<file path="config.mk">
export PLATFORM = sky130hd
export DESIGN_NAME = rop_hash_unit
export DESIGN_NICKNAME = d
export VERILOG_FILES = /design/src/rtl/rop_hash_unit.sv
export SDC_FILE = /design/constraint.sdc
export NUM_CORES = 1
export LEC_CHECK = 0
export ABC_AREA = 0
export ABC_CLOCK_PERIOD_IN_PS = 2800
export BUFFER_PORTS_ARGS = -buffer_cell sky130_fd_sc_hd__buf_2
export CAP_MARGIN = 5
export CORE_MARGIN = 2
export CORE_UTILIZATION = 54
export CTS_BUF_LIST = sky130_fd_sc_hd__clkbuf_8
export DETAILED_ROUTE_END_ITERATION = 8
export MAX_ROUTING_LAYER = met4
export PLACE_DENSITY = 0.79
export SLEW_MARGIN = 20
export SYNTH_ARGS = -nofsm -noshare
export SYNTH_HDL_FRONTEND = slang
export SYNTH_SLANG_ARGS = --single-unit
</file>
<file path="constraint.sdc">
create_clock -name clk -period 2.8 [get_ports clk]
set_input_delay 0.42 -clock clk [delete_from_list [all_inputs] [get_ports clk]]
set_output_delay 0.42 -clock clk [all_outputs]
set_load 0.05 [all_outputs]
</file>
<file path="src/rtl/rop_hash_unit.sv">
module rop_hash_unit (
  input  logic        clk,
  input  logic        rst_n,
  input  logic        start,
  input  logic        check_mode,
  input  logic [63:0] ret_addr,
  input  logic [63:0] stack_ptr,
  input  logic [63:0] key,
  input  logic [63:0] ref_hash,
  output logic        busy,
  output logic        done,
  output logic        trap,
  output logic [63:0] digest
);

  localparam int          LANES  = 4;
  localparam int          ROUNDS = 32;
  localparam int          RW     = $clog2(ROUNDS);
  localparam logic [15:0] KCONST = 16'hFFFC;
  localparam logic [63:0] ZSEQ   = 64'hFA2561CDF44AC398;

  function automatic logic [15:0] rol16(input logic [15:0] v, input int n);
    return (v << n) | (v >> (16 - n));
  endfunction

  function automatic logic [15:0] ror16(input logic [15:0] v, input int n);
    return (v >> n) | (v << (16 - n));
  endfunction

  function automatic logic [15:0] kstep(input logic [15:0] a, input logic [15:0] b,
                                        input logic [15:0] d, input logic zb);
    logic [15:0] t;
    t = ror16(d, 3) ^ b;
    return KCONST ^ {15'd0, zb} ^ a ^ t ^ ror16(t, 1);
  endfunction

  logic [RW-1:0]          rnd;
  logic                   chk_q;
  logic [63:0]            ref_q;
  logic [3:0][15:0]       kw, kn;
  logic [LANES-1:0][15:0] lft, rgt, nl;
  logic [LANES-1:0][31:0] lane_in;
  logic [63:0]            hw, ww, dig_next;
  logic [5:0]             zbase;
  logic                   accept, last;

  assign accept = start && !busy;
  assign last   = busy && (rnd == RW'(ROUNDS - 1));

  always_comb begin
    hw = '0;
    ww = '0;
    for (int i = 0; i < 4; i++) begin
      hw[16*i +: 8]      = stack_ptr[32 + 8*i +: 8];
      hw[8*(7-2*i) +: 8] = ret_addr[8*i +: 8];
      ww[16*i +: 8]      = stack_ptr[8*i +: 8];
      ww[8*(7-2*i) +: 8] = ret_addr[32 + 8*i +: 8];
    end
  end

  assign lane_in[0] = hw[63:32];
  assign lane_in[1] = hw[31:0];
  assign lane_in[2] = ww[63:32];
  assign lane_in[3] = ww[31:0];

  assign zbase = {1'b0, rnd[RW-1:2], 2'b00};
  assign kn[0] = kstep(kw[0], kw[1], kw[3], ZSEQ[6'd63 - zbase]);
  assign kn[1] = kstep(kw[1], kw[2], kn[0], ZSEQ[6'd62 - zbase]);
  assign kn[2] = kstep(kw[2], kw[3], kn[1], ZSEQ[6'd61 - zbase]);
  assign kn[3] = kstep(kw[3], kn[0], kn[2], ZSEQ[6'd60 - zbase]);

  always_ff @(posedge clk) begin
    if (!rst_n) begin
      busy  <= 1'b0;
      done  <= 1'b0;
      rnd   <= '0;
      chk_q <= 1'b0;
      ref_q <= '0;
      kw    <= '0;
    end else begin
      done <= 1'b0;
      if (busy) begin
        rnd <= rnd + RW'(1);
        if (rnd[1:0] == 2'd3) kw <= kn;
        if (last) begin
          busy <= 1'b0;
          done <= 1'b1;
        end
      end else if (start) begin
        busy  <= 1'b1;
        rnd   <= '0;
        chk_q <= check_mode;
        ref_q <= ref_hash;
        kw    <= {key[15:0], key[31:16], key[47:32], key[63:48]};
      end
    end
  end

  for (genvar n = 0; n < LANES; n++) begin : g_lane
    logic [1:0]  sel;
    logic [15:0] fx;
    assign sel   = rnd[1:0] + 2'(n);
    assign fx    = (rol16(lft[n], 1) & rol16(lft[n], 8)) ^ rol16(lft[n], 2);
    assign nl[n] = rgt[n] ^ fx ^ kw[sel];

    always_ff @(posedge clk) begin
      if (!rst_n) begin
        lft[n] <= '0;
        rgt[n] <= '0;
      end else if (accept) begin
        lft[n] <= lane_in[n][15:0];
        rgt[n] <= lane_in[n][31:16];
      end else if (busy) begin
        lft[n] <= nl[n];
        rgt[n] <= lft[n];
      end
    end
  end

  assign dig_next = {lft[0], nl[0], lft[1], nl[1]} ^ {lft[2], nl[2], lft[3], nl[3]};

  always_ff @(posedge clk) begin
    if (!rst_n) begin
      digest <= '0;
      trap   <= 1'b0;
    end else if (last) begin
      digest <= dig_next;
      trap   <= chk_q && (ref_q != dig_next);
    end
  end

endmodule

</file>
==> results of run 1 <==
cells in the mapped netlist (all sizes together) (65+ instances only):
master / instances / share of area
nand2: 448 / 0.079
dfxtp: 329 / 0.31
xnor2: 256 / 0.11
clkbuf: 182 / 0.032
o21ai: 142 / 0.033
xor2: 114 / 0.048
xnor3: 90 / 0.095
mux2i: 76 / 0.036
and2: 71 / 0.021
a21boi: 70 / 0.025
buf: 66 / 0.013
o211a: 65 / 0.030
routing by layer:
layer | part of all wire | vias up | routed length (um)
met3 | 0.11 | 245 | 9320
met1 | 0.39 | 9601 | 33700
met2 | 0.45 | 1190 | 39100
met4 | 0.048 | 0 | 4160
li1 | - | 8691 | -
met5 | 0 | - | 0
how the worst max path moves through the flow:
| stage | from | end | cells after the start |
|---|---|---|---|
| 4_1_cts | rnd[0] | trap | 11 |
| 5_1_grt | rnd[0] | trap | 11 |
| 6_report | rnd[0] | trap | 11 |
| 2_1_floorplan | rnd[0] | trap | 12 |
| 3_5_place_dp | rnd[0] | trap | 10 |
| 3_3_place_gp | rnd[0] | trap | 10 |
cell families after synthesis:
family	share of synthesized area
buffers and inverters	0.0463
AOI/OAI and AO/OA	0.120
DFF	0.308
adders and majority gates	0.00351
muxes	0.137
and+or+nand+nor	0.122
xor gates and xnor gates	0.263
worst max-delay path: cells and delay by family, from the launching register on:
| kind | cells | cell delay (ns) |
|---|---|---|
| simple gates | 3 | 0.41 |
| fa+ha+maj | 1 | 0.29 |
| mux | 1 | 0.50 |
| compound gates | 1 | 0.22 |
| flops | 1 | 0.35 |
| xor+xnor | 3 | 0.83 |
| buf+inv | 2 | 0.24 |
flip-flops by register name, summed over array words and instances, names as in the netlist:
| signal | cells |
|---|---|
| done | 1 |
| rgt | 64 |
| lft | 64 |
| rnd | 5 |
| busy | 1 |
| kw | 64 |
| ref_q | 64 |
| digest | 64 |
| chk_q | 1 |
| trap | 1 |
power breakdown:
group | internal [mW] | switching (mW) | leakage [nW] | total [mW]
sequential | 5.04 | 0.600 | 2.72 | 5.64
combinational | 8.60 | 7.24 | 9.72 | 15.8
clock | 2.37 | 2.17 | 0.655 | 4.54
metrics by stage:
| stage | TNS, ns | power (mW) | setup WS [ns] |
|---|---|---|---|
| final | -0.337 | 26.0 | -0.164 |
| after global routing | -0.640 | 26.9 | -0.244 |
| after CTS | -0.249 | 24.8 | -0.113 |
| after detailed placement | -1.92 | 19.6 | -0.493 |
| after global placement | -1.56 | 19.5 | -0.479 |
| after floorplan | -0.00501 | 13.8 | -0.00501 |
timing repair:
item,4_1_cts,5_1_grt
endpoints found under the hold margin,26,0
setup endpoints to repair,17,20
pin swaps,39,42
buffers inserted,7,25
gates cloned,3,1
resized for setup,72,72
hold buffers,26,0
cell type report:
class / instances / share of cell area
multi-input combinational: 1668 / 0.517
sequential: 329 / 0.238
timing repair buffer: 709 / 0.180
clock buffer: 74 / 0.0364
tap: 518 / 0.0232
clock inverter: 27 / 0.00470
inverter: 5 / 0.000671
antenna: 1 / 0.0000894
==> flow_metrics.py, run 1 <==
metrics = {
    "clock_tree": {
        "cts_made_buffers": 58,
        "clock-sinks": 329,
        "clkTransAtPathRegs_ns": 0.07,
        "clock_path_buffers": 3,
        "cts_tree": "done",
        "clock_latency_ns": 0.68,
        "root_buffer": "clkbuf_8",
        "htree_levels": 2,
    },
    "routing": {
        "wl_um": 86300,
        "ant_nets": 0,
        "wire_per_inst_um": 25.9,
        "num_vias": 19700,
        "first_pass_iters": 6,
        "drtIter0Drc": 2198,
        "drc": 0,
        "vias_per_cell": 5.92,
    },
    "setup_path": {
        "arrival_ns": 3.53,
        "crit_chain": "ha_4, buf_12, buf_12, mux4_2, xnor3_1, xnor2_2, xor2_1, nand4_1, nor2_2, nand4_1, a32o_1",
        "end_kind": "flop",
        "worstSetupPathType": "flop to flop",
        "crit_path_top_delay_cell": "mux4_2",
        "rr_endpoint": "trap",
        "r2r_cells": 11,
        "required_ns": 3.36,
        "max_stage_delay_ns": 0.50,
        "cp-start-kind": "flop",
        "cp_max_fo": 9,
        "r2r-start": "rnd[0]",
        "worst-r2r-setup-slack_ns": -0.16,
    },
    "global_routing": {
        "grt_use_met3": 0.0949,
        "grt_pass1_wl_um": 124000,
        "gr-max-usage-layer": "met2",
        "grt_max_degree": 167,
        "antenna_found_initial": 1,
        "grt-ovfl-total": 0,
        "grt_pass1_vias": 19500,
        "grtUsageMet1": 0.536,
        "use_met2": 0.655,
        "grt_usage": 0.424,
    },
    "finish": {
        "layout_commonest_cell": "nand2_1",
        "area_delta_synth_final_pct": 30.8,
        "stdcell_area_um2": 28000,
        "multiInputGateArea_um2": 14500,
        "final_cell_mix": "nand2_1, buf_2, buf_4",
        "utilization": 0.721,
        "regArea_um2": 6650,
        "drive_gt1_frac": 0.366,
        "nFillCells": 2929,
        "final_nets": 3037,
        "fin_cells": 3331,
    },
    "synth": {
        "ys_seq_area_frac": 0.308,
        "syn_area_um2": 21400,
        "synth-seq-cells": 329,
        "synth.avg_cell_area_um2": 9.50,
        "synth_edf_count": 0,
        "syn-num-nets": 2516,
        "synth.distinct_cells": 48,
        "synth_warnings": 0,
        "synth_ff_type": "dfxtp_1",
        "async_flop_share": 0,
        "syn_inst": 2250,
    },
    "place": {
        "portBuffers": 326,
        "gp_congestion": 1.06,
        "dp_cells": 3168,
        "place_hpwl_um": 64800,
        "place_area_um2": 25500,
    },
    "timing": {
        "rsz0062_at_grt": "true",
        "final_max_slew_viol_count": 0,
        "period_share": 1.06,
        "worstMarginPinSlew_ns": 0.880,
        "post-route-min-period_ns": 2.96,
        "finalSetupViolations": 3,
        "fin_hold_ws_ns": 0.0196,
        "fmax_mhz": 337,
        "clock_skew_ns": 0.0270,
        "slew_headroom": 0.413,
        "fin_ws_ns": -0.164,
        "final_hold_viol_count": 0,
    },
    "floorplanning": {
        "std_cell_rows": 72,
        "start_util": 0.551,
        "io-pin-count": 327,
        "die_w_um": 203,
        "dieArea_um2": 41200,
        "floorplan.core_area_um2": 38800,
        "die_y_um": 203,
    },
    "worst_hold_path": {
        "hp-start": "ref_hash[11]",
        "min_to": "ref_q[11]",
        "min-delay-path-class": "input pin to flop",
        "hold_path_depth": 3,
    },
    "run": {
        "max_cap_viol_count": 0,
    },
    "power_and_ir_drop": {
        "p_leak_nw": 13.1,
        "ir_drop_mv": 0.589,
        "power.density_nw_per_um2": 930,
    },
    "status": {
        "violations": "negative setup slack",
        "run_status": "finished with violations",
    },
}
(Power assumes the default switching activity.)
==> run 2, diff against run 1 <==
--- a/config.mk
+++ b/config.mk
@@ -9,12 +9,12 @@
 export ABC_CLOCK_PERIOD_IN_PS = 2800
 export BUFFER_PORTS_ARGS = -buffer_cell sky130_fd_sc_hd__buf_2
 export CAP_MARGIN = 5
-export CORE_MARGIN = 2
 export CORE_UTILIZATION = 54
 export CTS_BUF_LIST = sky130_fd_sc_hd__clkbuf_8
 export DETAILED_ROUTE_END_ITERATION = 8
 export MAX_ROUTING_LAYER = met4
 export PLACE_DENSITY = 0.79
+export REMOVE_ABC_BUFFERS = 1
 export SLEW_MARGIN = 20
 export SYNTH_ARGS = -nofsm -noshare
 export SYNTH_HDL_FRONTEND = slang
==> flow_metrics.py, run 2 (synthesis gave the netlist of run 1 again) <==
metrics = {
    "setup_path": {
        "worstSetupPathType": "flop to flop",
        "required_ns": 3.35,
        "path_delay_family": "XOR/XNOR gates",
        "end_kind": "flop",
        "cp-start-kind": "flop",
        "cp_max_fo": 7,
        "crit_path_top_delay_cell": "mux4_2",
        "crit_top_cell": "nand4_1",
        "max_stage_delay_ns": 0.52,
        "crit_chain": "ha_4, buf_8, mux4_2, xnor3_1, xnor2_2, xor2_2, nand4_1, nor3_2, nand4_1, a32o_1",
        "arrival_ns": 3.50,
        "critical_path_buf_inv_count": 1,
    },
    "global_routing": {
        "grt-ovfl-total": 0,
        "grt_usage": 0.401,
        "grt_max_degree": 198,
        "antenna_found_initial": 3,
        "grt_pass1_vias": 19400,
        "grt_pass1_wl_um": 118000,
    },
    "clock_tree": {
        "clock-sinks": 329,
        "clock_path_buffers": 3,
        "root_buffer": "clkbuf_8",
        "htree_levels": 2,
        "cts_tree": "done",
        "clock_latency_ns": 0.67,
        "clkTransAtPathRegs_ns": 0.06,
        "cts_made_buffers": 57,
    },
    "power_and_ir_drop": {
        "power_frac_seq": 0.218,
        "power.share.switching": 0.367,
        "power.density_nw_per_um2": 920,
        "internal_power_mw": 16.3,
        "ir_drop_mv": 0.812,
        "p_sw_mw": 9.49,
        "total_power_mw": 25.8,
        "combPwrFrac": 0.595,
        "clkPwrFrac": 0.187,
        "p_leak_nw": 13.1,
    },
    "timing": {
        "fin_ws_ns": -0.143,
        "fin_hold_ws_ns": 0.0242,
        "slew_headroom": 0.244,
        "worstMarginPinSlew_ns": 1.13,
        "rsz0062_at_grt": "true",
        "setup-tns-final_ns": -0.242,
        "final_hold_viol_count": 0,
        "period_share": 1.05,
        "final_max_slew_viol_count": 0,
        "post-route-min-period_ns": 2.94,
        "clock_skew_ns": 0.0238,
        "finalSetupViolations": 2,
        "fmax_mhz": 340,
    },
    "floorplanning": {
        "dieArea_um2": 40400,
        "die_w_um": 201,
        "floorplan.core_area_um2": 38800,
        "start_util": 0.551,
        "std_cell_rows": 72,
        "die_y_um": 201,
        "io-pin-count": 327,
    },
    "finish": {
        "stdcell_area_um2": 28100,
        "area_delta_synth_final_pct": 31.3,
        "drive_gt1_frac": 0.363,
        "layout_commonest_cell": "nand2_1",
        "utilization": 0.723,
        "final_nets": 3039,
        "nFillCells": 2855,
        "final_cell_mix": "nand2_1, buf_2, buf_4",
        "fin_cells": 3340,
        "regArea_um2": 6650,
        "multiInputGateArea_um2": 14500,
    },
    "place": {
        "dp_cells": 3164,
        "pre_cts_ws_ns": -0.465,
        "portBuffers": 326,
        "place_hpwl_um": 59100,
        "place_area_um2": 25400,
        "gp_congestion": 1.01,
    },
    "routing": {
        "num_vias": 19500,
        "wl_um": 79900,
        "wire_per_inst_um": 23.9,
        "first_pass_iters": 6,
        "vias_per_cell": 5.85,
        "ant_nets": 0,
        "drc": 0,
        "drtIter0Drc": 2134,
    },
    "worst_hold_path": {
        "min-delay-path-class": "input pin to flop",
    },
    "run": {
        "max_cap_viol_count": 0,
    },
    "status": {
        "violations": "negative setup slack",
        "run_status": "finished with violations",
    },
}
==> run 2: cell count changes in the layout (fill, tap and decap cells not counted), moves of 3 or more <==
| cell | delta |
|---|---|
| dlygate4sd3_1 | +5 |
| xor3_1 | +4 |
| buf_12 | -6 |
| xnor3_2 | -4 |
| inv_1 | +5 |
| xnor2_1 | -3 |
| clkbuf_8 | +3 |
| buf_4 | -3 |
| buf_6 | +4 |
| xnor3_1 | +4 |
| clkinv_2 | -5 |
| buf_8 | +4 |
| xor3_2 | -4 |
==> run 2: per-layer routing <==
metal / global-route usage / part of all wire / vias to the layer above
li1: - / - / 8709
met1: 0.507 / 0.39 / 9410
met2: 0.627 / 0.46 / 1178
met3: 0.0732 / 0.096 / 229
met4: 0.176 / 0.049 / 0
met5: - / 0 / -
==> run 2: power groups by stage <==
stage | combinational, mW | sequential, mW | clock (mW)
4_1_cts | 14.2 | 5.61 | 4.85
3_3_place_gp | 13.2 | 5.68 | 0
6_report | 15.4 | 5.64 | 4.82
5_1_grt | 16.2 | 5.66 | 5.10
2_1_floorplan | 7.97 | 5.62 | 0
3_5_place_dp | 13.4 | 5.70 | 0
==> run 2: repair_timing <==
item	in CTS	in global routing
cloned	2	1
hold endpoints to repair	31	0
endpoints found under the setup margin	15	20
pin swaps	79	48
buffers inserted	17	19
hold buffers	31	0
gates resized for setup	77	73
==> run 2: cell type report <==
| class | count | area share |
|---|---|---|
| diodes | 2 | 0.000178 |
| clock buffers | 77 | 0.0377 |
| clock inverters | 29 | 0.00708 |
| inverters | 5 | 0.000668 |
| multi-input cells | 1668 | 0.516 |
| flip-flops and latches | 329 | 0.237 |
| well taps | 518 | 0.0231 |
| repair buffers | 712 | 0.178 |
==> run 2: path summary, 6_finish.rpt <==
path	from	to	slack [ns]	depth (start not counted)
setup / recovery	rnd[0]	trap	-0.14	10
hold / removal	ref_hash[11]	ref_q[11]	0.02	3
setup reg to reg	rnd[0]	trap	-0.14	10
hold reg to reg	digest[30]	digest[30]	0.45	2
==> run 2: worst register-to-register path, stage by stage, from the launching register on <==
cell	delay, ns
dfxtp_4	0.36
ha_4	0.30
buf_8	0.14
mux4_2	0.52
xnor3_1	0.25
xnor2_2	0.23
xor2_2	0.29
nand4_1	0.18
nor3_2	0.18
nand4_1	0.14
a32o_1	0.24
